File: config.mk
export PLATFORM = sky130hd
export DESIGN_NAME = rxwb_engine
export DESIGN_NICKNAME = d
export VERILOG_FILES = /design/src/rtl/rxwb_pkg.sv /design/src/rtl/rxwb_desc_ram.sv /design/src/rtl/rxwb_ring_ptr.sv /design/src/rtl/rxwb_status.sv /design/src/rtl/rxwb_ctrl.sv /design/src/rtl/rxwb_engine.sv
export SDC_FILE = /design/constraint.sdc
export NUM_CORES = 2
export LEC_CHECK = 0
export ABC_AREA = 1
export BUFFER_PORTS_ARGS = -buffer_cell sky130_fd_sc_hd__buf_4
export CAP_MARGIN = 20
export CORE_MARGIN = 2
export CORE_UTILIZATION = 30
export CTS_CLUSTER_SIZE = 10
export DETAILED_ROUTE_END_ITERATION = 12
export PLACE_DENSITY_LB_ADDON = 0.1
export SYNTH_ARGS = -nofsm -noshare
export SYNTH_HDL_FRONTEND = slang
export SYNTH_SLANG_ARGS = --single-unit
File: constraint.sdc
create_clock -name clk -period 3.2 [get_ports clk]
set_clock_uncertainty 0.05 [all_clocks]
set_input_delay 0.32 -clock clk [delete_from_list [all_inputs] [get_ports clk]]
set_output_delay 0.32 -clock clk [all_outputs]
set_load 0.03 [all_outputs]
File: src/rtl/rxwb_pkg.sv
package rxwb_pkg;

    localparam int LEN_W   = 14;
    localparam int WORD_W  = 32;
    localparam int ISR_W   = 16;

    // control word bit positions (decoded by host software)
    localparam int CW_OWN   = 31;
    localparam int CW_EOR   = 30;
    localparam int CW_FS    = 29;
    localparam int CW_LS    = 28;
    localparam int CW_MCAST = 27;
    localparam int CW_PHYS  = 26;
    localparam int CW_BCAST = 25;
    localparam int CW_BOVF  = 24;
    localparam int CW_FOVF  = 23;
    localparam int CW_WDOG  = 22;
    localparam int CW_ESUM  = 21;
    localparam int CW_RUNT  = 20;
    localparam int CW_CRC   = 19;

    // interrupt status bit positions
    localparam int IRQ_OK     = 0;
    localparam int IRQ_ERR    = 1;
    localparam int IRQ_NODESC = 4;

    typedef struct packed {
        logic [LEN_W-1:0] len;
        logic             crc_err;
        logic             runt;
        logic             wdog;
        logic             fifo_ovf;
        logic             bcast;
        logic             phys;
        logic             mcast;
    } rx_frame_t;

    typedef enum logic [1:0] {
        S_IDLE  = 2'd0,
        S_FETCH = 2'd1,
        S_WRITE = 2'd2
    } eng_state_t;

    typedef struct packed {
        logic [WORD_W-1:0] word;
        logic              err;
    } wb_result_t;

    function automatic wb_result_t build_wb(input logic [WORD_W-1:0] armed,
                                            input rx_frame_t f);
        wb_result_t       r;
        logic [LEN_W-1:0] cap;
        logic             ovf;
        logic             any_err;
        cap     = armed[LEN_W-1:0];
        ovf     = (f.len > cap);
        any_err = f.crc_err | f.runt | f.wdog | f.fifo_ovf | ovf;
        r.word  = '0;
        r.word[LEN_W-1:0] = ovf ? cap : f.len;
        r.word[CW_CRC]    = f.crc_err;
        r.word[CW_RUNT]   = f.runt;
        r.word[CW_ESUM]   = any_err;
        r.word[CW_WDOG]   = f.wdog;
        r.word[CW_FOVF]   = f.fifo_ovf;
        r.word[CW_BOVF]   = ovf;
        r.word[CW_BCAST]  = f.bcast;
        r.word[CW_PHYS]   = f.phys;
        r.word[CW_MCAST]  = f.mcast;
        r.word[CW_LS]     = 1'b1;
        r.word[CW_FS]     = 1'b1;
        r.word[CW_EOR]    = armed[CW_EOR];
        r.word[CW_OWN]    = 1'b0;
        r.err  = any_err;
        return r;
    endfunction

endpackage

File: src/rtl/rxwb_desc_ram.sv
module rxwb_desc_ram
    import rxwb_pkg::*;
#(
    parameter int NDESC = 16
) (
    input  logic                    clk,
    input  logic                    rst,
    input  logic                    host_we,
    input  logic [$clog2(NDESC)+1:0] host_addr,
    input  logic [WORD_W-1:0]       host_wdata,
    output logic [WORD_W-1:0]       host_rdata,
    input  logic [$clog2(NDESC)-1:0] eng_idx,
    output logic [WORD_W-1:0]       eng_ctl,
    input  logic                    eng_we,
    input  logic [WORD_W-1:0]       eng_wdata
);
    localparam int IW    = $clog2(NDESC);
    localparam int AW    = IW + 2;
    localparam int WORDS = NDESC * 4;

    logic [WORD_W-1:0] mem [WORDS];
    logic [AW-1:0]     eng_addr;

    assign eng_addr = {eng_idx, 2'b00};
    assign eng_ctl  = mem[eng_addr];

    always_ff @(posedge clk) begin
        if (rst) begin
            for (int i = 0; i < WORDS; i++) mem[i] <= '0;
            host_rdata <= '0;
        end else begin
            host_rdata <= mem[host_addr];
            if (host_we && !(eng_we && host_addr == eng_addr))
                mem[host_addr] <= host_wdata;
            if (eng_we)
                mem[eng_addr] <= eng_wdata;
        end
    end
endmodule

File: src/rtl/rxwb_ring_ptr.sv
module rxwb_ring_ptr #(
    parameter int NDESC = 16
) (
    input  logic                     clk,
    input  logic                     rst,
    input  logic                     advance,
    input  logic                     wrap,
    output logic [$clog2(NDESC)-1:0] idx
);
    localparam int IW = $clog2(NDESC);
    localparam logic [IW-1:0] LAST = IW'(NDESC - 1);

    always_ff @(posedge clk) begin
        if (rst) begin
            idx <= '0;
        end else if (advance) begin
            if (wrap || idx == LAST) idx <= '0;
            else                     idx <= idx + 1'b1;
        end
    end
endmodule

File: src/rtl/rxwb_status.sv
module rxwb_status
    import rxwb_pkg::*;
#(
    parameter int CNT_W = 32
) (
    input  logic              clk,
    input  logic              rst,
    input  logic              set_ok,
    input  logic              set_err,
    input  logic              set_nodesc,
    input  logic [ISR_W-1:0]  isr_clr,
    input  logic              miss_clr,
    output logic [ISR_W-1:0]  irq_status,
    output logic [CNT_W-1:0]  miss_count
);
    logic [ISR_W-1:0] set_mask;

    always_comb begin
        set_mask             = '0;
        set_mask[IRQ_OK]     = set_ok;
        set_mask[IRQ_ERR]    = set_err;
        set_mask[IRQ_NODESC] = set_nodesc;
    end

    always_ff @(posedge clk) begin
        if (rst) begin
            irq_status <= '0;
            miss_count <= '0;
        end else begin
            irq_status <= (irq_status & ~isr_clr) | set_mask;
            if (miss_clr)        miss_count <= '0;
            else if (set_nodesc) miss_count <= miss_count + 1'b1;
        end
    end
endmodule

File: src/rtl/rxwb_ctrl.sv
module rxwb_ctrl
    import rxwb_pkg::*;
(
    input  logic              clk,
    input  logic              rst,
    input  logic              frm_valid,
    input  rx_frame_t         frm_in,
    output logic              frm_ready,
    input  logic [WORD_W-1:0] ctl_word,
    output logic              wb_we,
    output logic [WORD_W-1:0] wb_word,
    output logic              advance,
    output logic              wrap,
    output logic              set_ok,
    output logic              set_err,
    output logic              set_nodesc
);
    eng_state_t        state;
    rx_frame_t         frm_q;
    logic [WORD_W-1:0] ctl_q;
    wb_result_t        res;
    logic              owned;

    always_ff @(posedge clk) begin
        if (rst) begin
            state <= S_IDLE;
            frm_q <= '0;
            ctl_q <= '0;
        end else begin
            unique case (state)
                S_IDLE: if (frm_valid) begin
                    frm_q <= frm_in;
                    state <= S_FETCH;
                end
                S_FETCH: begin
                    ctl_q <= ctl_word;
                    state <= S_WRITE;
                end
                S_WRITE: state <= S_IDLE;
                default: state <= S_IDLE;
            endcase
        end
    end

    always_comb begin
        res        = build_wb(ctl_q, frm_q);
        owned      = ctl_q[CW_OWN];
        frm_ready  = (state == S_IDLE);
        wb_word    = res.word;
        wb_we      = 1'b0;
        advance    = 1'b0;
        wrap       = 1'b0;
        set_ok     = 1'b0;
        set_err    = 1'b0;
        set_nodesc = 1'b0;
        if (state == S_WRITE) begin
            if (owned) begin
                wb_we   = 1'b1;
                advance = 1'b1;
                wrap    = ctl_q[CW_EOR];
                set_ok  = !res.err;
                set_err = res.err;
            end else begin
                set_nodesc = 1'b1;
            end
        end
    end
endmodule

File: src/rtl/rxwb_engine.sv
module rxwb_engine
    import rxwb_pkg::*;
#(
    parameter int NDESC = 16,
    parameter int CNT_W = 32
) (
    input  logic                     clk,
    input  logic                     rst,
    input  logic                     frm_valid,
    input  logic [13:0]              frm_len,
    input  logic                     frm_crc_err,
    input  logic                     frm_runt,
    input  logic                     frm_wdog,
    input  logic                     frm_fifo_ovf,
    input  logic                     frm_bcast,
    input  logic                     frm_phys,
    input  logic                     frm_mcast,
    output logic                     frm_ready,
    input  logic                     host_we,
    input  logic [$clog2(NDESC)+1:0] host_addr,
    input  logic [31:0]              host_wdata,
    output logic [31:0]              host_rdata,
    input  logic [15:0]              isr_clr,
    input  logic                     miss_clr,
    output logic [15:0]              irq_status,
    output logic [CNT_W-1:0]         miss_count
);
    localparam int IW = $clog2(NDESC);

    rx_frame_t         frm_in;
    logic [IW-1:0]     ring_idx;
    logic [WORD_W-1:0] ctl_word;
    logic [WORD_W-1:0] wb_word;
    logic              wb_we, advance, wrap;
    logic              set_ok, set_err, set_nodesc;

    assign frm_in = '{len:      frm_len,
                      crc_err:  frm_crc_err,
                      runt:     frm_runt,
                      wdog:     frm_wdog,
                      fifo_ovf: frm_fifo_ovf,
                      bcast:    frm_bcast,
                      phys:     frm_phys,
                      mcast:    frm_mcast};

    rxwb_ctrl u_ctrl (
        .clk        (clk),
        .rst        (rst),
        .frm_valid  (frm_valid),
        .frm_in     (frm_in),
        .frm_ready  (frm_ready),
        .ctl_word   (ctl_word),
        .wb_we      (wb_we),
        .wb_word    (wb_word),
        .advance    (advance),
        .wrap       (wrap),
        .set_ok     (set_ok),
        .set_err    (set_err),
        .set_nodesc (set_nodesc)
    );

    rxwb_desc_ram #(.NDESC(NDESC)) u_ram (
        .clk        (clk),
        .rst        (rst),
        .host_we    (host_we),
        .host_addr  (host_addr),
        .host_wdata (host_wdata),
        .host_rdata (host_rdata),
        .eng_idx    (ring_idx),
        .eng_ctl    (ctl_word),
        .eng_we     (wb_we),
        .eng_wdata  (wb_word)
    );

    rxwb_ring_ptr #(.NDESC(NDESC)) u_ptr (
        .clk     (clk),
        .rst     (rst),
        .advance (advance),
        .wrap    (wrap),
        .idx     (ring_idx)
    );

    rxwb_status #(.CNT_W(CNT_W)) u_stat (
        .clk        (clk),
        .rst        (rst),
        .set_ok     (set_ok),
        .set_err    (set_err),
        .set_nodesc (set_nodesc),
        .isr_clr    (isr_clr),
        .miss_clr   (miss_clr),
        .irq_status (irq_status),
        .miss_count (miss_count)
    );
endmodule

==> impl_metrics.env <==
export IMPL_critPathArrivalTime_ns=3.93
export IMPL_final_instance_count_excl_fill=17600
export IMPL_path_clk_slew_ns=0.06
export IMPL_p_leak_nw=53.8
export IMPL_failed_checks="setup timing"
export IMPL_netlist_area_um2=104000
export IMPL_syn_inst=12300
export IMPL_grt_remaining_overflow=0
export IMPL_cts_tree="yes"
export IMPL_critical_path_buf_inv_count=7
export IMPL_clock_fmax_mhz=311
export IMPL_finalHoldViolations=0
export IMPL_routedWlPerCell_um=33.4
export IMPL_root_buffer="sky130_fd_sc_hd__clkbuf_16"
export IMPL_overall_routed_net_length_mm=586
export IMPL_die_x_um=593
export IMPL_max_slew_margin_pct=16.6
export IMPL_io_buffers=160
export IMPL_max_cap_viol_count=0
export IMPL_worstPathCellList="dlygate4sd3_1 -> buf_8 -> inv_8 -> buf_12 -> buf_12 -> buf_4 -> buf_4 -> nand2_1 -> nand2_1 -> nand2_1 -> nand2_1 -> nand2_1 -> nand2_1 -> nand2_1 -> nand2_1 -> nor2_1 -> a21oi_1"
export IMPL_status="finished with violations"
export IMPL_synth_top_area_share_pct=55.3
export IMPL_vias_in_the_first_global_route=89800
export IMPL_period_minus_slack_ns=3.21
export IMPL_timing_hold_worst_class="input port to register"
export IMPL_cts_max_path_buffers=4
export IMPL_timing_final_crit_share_pct=100
export IMPL_synth_common_cells="sky130_fd_sc_hd__nand2_1, sky130_fd_sc_hd__nor2_1, sky130_fd_sc_hd__edfxtp_1"
export IMPL_end_kind="register"
export IMPL_clock_latency_at_the_later_pin_of_the_worst_skew_pair_ns=0.95
export IMPL_synth_largest_area_cell="sky130_fd_sc_hd__edfxtp_1"
export IMPL_layout_nets=12800
export IMPL_flow_area_growth_from_synthesis_pct=21.8
export IMPL_synth_seq_area_share_pct=60.1
export IMPL_initial_core_utilization_pct=30.1
export IMPL_crit_required_ns=3.92
export IMPL_crit_slowest_cell="sky130_fd_sc_hd__nor2_1"
export IMPL_slew_viol_final=0
export IMPL_asyncSetResetFlopFracSynth_pct=0
export IMPL_antenna_found_initial=81
export IMPL_synth_area_per_cell_um2=8.47
export IMPL_gpl_final_weighted_congestion=0.994
export IMPL_fp_dieH_um=593
export IMPL_floorplan_core_area_um2=346000
export IMPL_setup_slack_ns=-0.0142
export IMPL_std_cell_rows=216
export IMPL_ys_ff_latch=2171
export IMPL_critical_path_top_delay_family="simple AND/OR/NAND/NOR gates"
export IMPL_synth_flop_cell="sky130_fd_sc_hd__edfxtp_1"
export IMPL_critical_path_start_end_classification="input port to register"
export IMPL_detail_route_iter0_violations=13500
export IMPL_pwr_density_cell_nw_per_um2=580
export IMPL_critical_path_max_stage_delay_ns=0.89
export IMPL_ctsHtreeMaxLevel=5
export IMPL_timing_worst_slew_pin_value_ns=1.24
export IMPL_layout_drive_gt1_share_pct=11.7
export IMPL_fin_total_pwr_w=0.0736
export IMPL_design_area_um2=127000
export IMPL_synth_most_common_cell="sky130_fd_sc_hd__nand2_1"
export IMPL_synth_nets=12400
export IMPL_yosys_warnings=0
export IMPL_worst_path_most_repeated_cell="sky130_fd_sc_hd__nand2_1"
export IMPL_setup_repair_after_global_routing_missed_its_margin="false"
export IMPL_number_of_enable_flip_flop_cells_after_synthesis=1920
export IMPL_dpl_cell_count=17000
export IMPL_grt_start_max_net_pins=83
export IMPL_setup_tns_ns=-0.0142
export IMPL_dp_hpwl_mm=399
export IMPL_cts_repair_timing_setup_buffer_count=0
export IMPL_cts_sinks=2171
export IMPL_synth_cell_type_count=40
export IMPL_grt_total_usage_pct=32.3
export IMPL_antenna_violating_nets_post_route=0
export IMPL_die_area_um2=352000
export IMPL_crit_path_max_fanout=16
export IMPL_placed_cell_area_um2=118000
export IMPL_cell_types_with_the_largest_area_share_after_synthesis="sky130_fd_sc_hd__edfxtp_1, sky130_fd_sc_hd__nand2_1, sky130_fd_sc_hd__nor2_1"
export IMPL_post_route_drc_count=0
export IMPL_finalSetupViolations=1
export IMPL_hold_slack_ns=0.0765
export IMPL_firstDrtPassIters=8
export IMPL_regToRegSetupSlack_ns=0.27
export IMPL_peakVddDrop_mv=0.342
export IMPL_floorplan_io_pins=161
export IMPL_cts_buffers_inserted=280
export IMPL_num_vias=95100
export IMPL_global_route_wire_length_before_repair_mm=785
export IMPL_detail_route_vias_per_cell=5.41
export IMPL_crit_path_start_kind="input port"
==> metal layers <==
layer  vias up  global-route usage, %  share of wire (%)
li1      40900                      -                  -
met1     47800                   43.3                 41
met2      5419                   48.1                 43
met3       990                   7.86                 10
met4        28                   17.4                6.1
met5         -                      0              0.031
==> worst reg2reg max path, cell delays in order, from the launching register on <==
cell,delay (ns)
sky130_fd_sc_hd__dfxtp_1,0.34
sky130_fd_sc_hd__inv_1,0.11
sky130_fd_sc_hd__ha_1,0.34
sky130_fd_sc_hd__nand4_1,0.11
sky130_fd_sc_hd__nor3_1,0.21
sky130_fd_sc_hd__nand4_1,0.19
sky130_fd_sc_hd__nand2_2,0.34
sky130_fd_sc_hd__buf_12,0.22
sky130_fd_sc_hd__nand2_1,0.19
sky130_fd_sc_hd__buf_4,0.28
sky130_fd_sc_hd__nand2_1,0.18
sky130_fd_sc_hd__o21ai_0,0.09
==> worst paths after layout <==
check,startpoint,cells after the start,endpoint
hold reg to reg,u_stat.irq_status[2],2,u_stat.irq_status[2]
setup / recovery,host_addr[0],17,u_ram.host_rdata[15]
setup reg to reg,u_ctrl.ctl_q[9],11,u_ram.mem[20][21]
hold / removal,isr_clr[1],3,u_stat.irq_status[1]
==> through the flow <==
| stage | util (%) | setup WS, ns |
|---|---|---|
| after global routing | 36.7 | 0.0331 |
| after detailed placement | 34.0 | -0.333 |
| after global placement | 34.0 | -0.543 |
| final | 36.7 | -0.0142 |
| after floorplan | - | 0.427 |
| after CTS | 36.7 | 0.0409 |
==> kinds of logic (layout without fill, tap and decap cells) <==
family,count (synthesis),count (layout),synth area share [%]
AOI/OAI and AO/OA,734,734,3.69
xor gates and xnor gates,4,4,0.0336
adders and majority gates,16,16,0.192
buffers and inverters,1343,2002,5.32
DFF,2171,2171,60.1
other,0,32,0
and+or+nand+nor,8034,8034,30.6
==> flip-flops by register name, summed over array words and instances (netlist names) <==
register and cells:
u_ctrl.ctl_q 16, u_ctrl.wb_word 7, u_stat.irq_status 16, u_ram.host_rdata 32, u_ptr.idx 4, u_ctrl.frm_q 14, u_stat.miss_count 32, u_ram.mem 2048
u_ctrl.state 2
==> layout by cell type, fill, tap and decap left out, drive strengths merged, types with 43 or more instances in the layout <==
master	count
nand2	5023
nor2	2024
edfxtp	1920
buf	1040
nand3	735
clkbuf	429
o21ai	390
inv	360
dfxtp	251
a21oi	212
nand4	147
o22ai	126
clkinv	86
dlygate4sd3	80
nand3b	54
nor3	43
==> power breakdown <==
group | switching [W] | internal, W
clock network | 0.0133 | 0.0175
logic | 0.00776 | 0.00219
registers | 0.000687 | 0.0321
==> area by class of cell <==
cell class	count	area [um^2]
clock inverter	76	676
sequential	2171	62700
clock buffer	426	7870
timing repair buffer	1123	12300
fill	35500	219000
inverter	377	1510
multi-input combinational	8788	36100
tap	4578	5730
antenna	32	80.1
==> timing repair <==
item | 4_1_cts | 5_1_grt
endpoints found under the setup margin | 0 | 1
hold buffers | 80 | 0
endpoints found under the hold margin | 287 | 0
gates resized for setup | 0 | 1
Power figures use the tool's default switching activity.
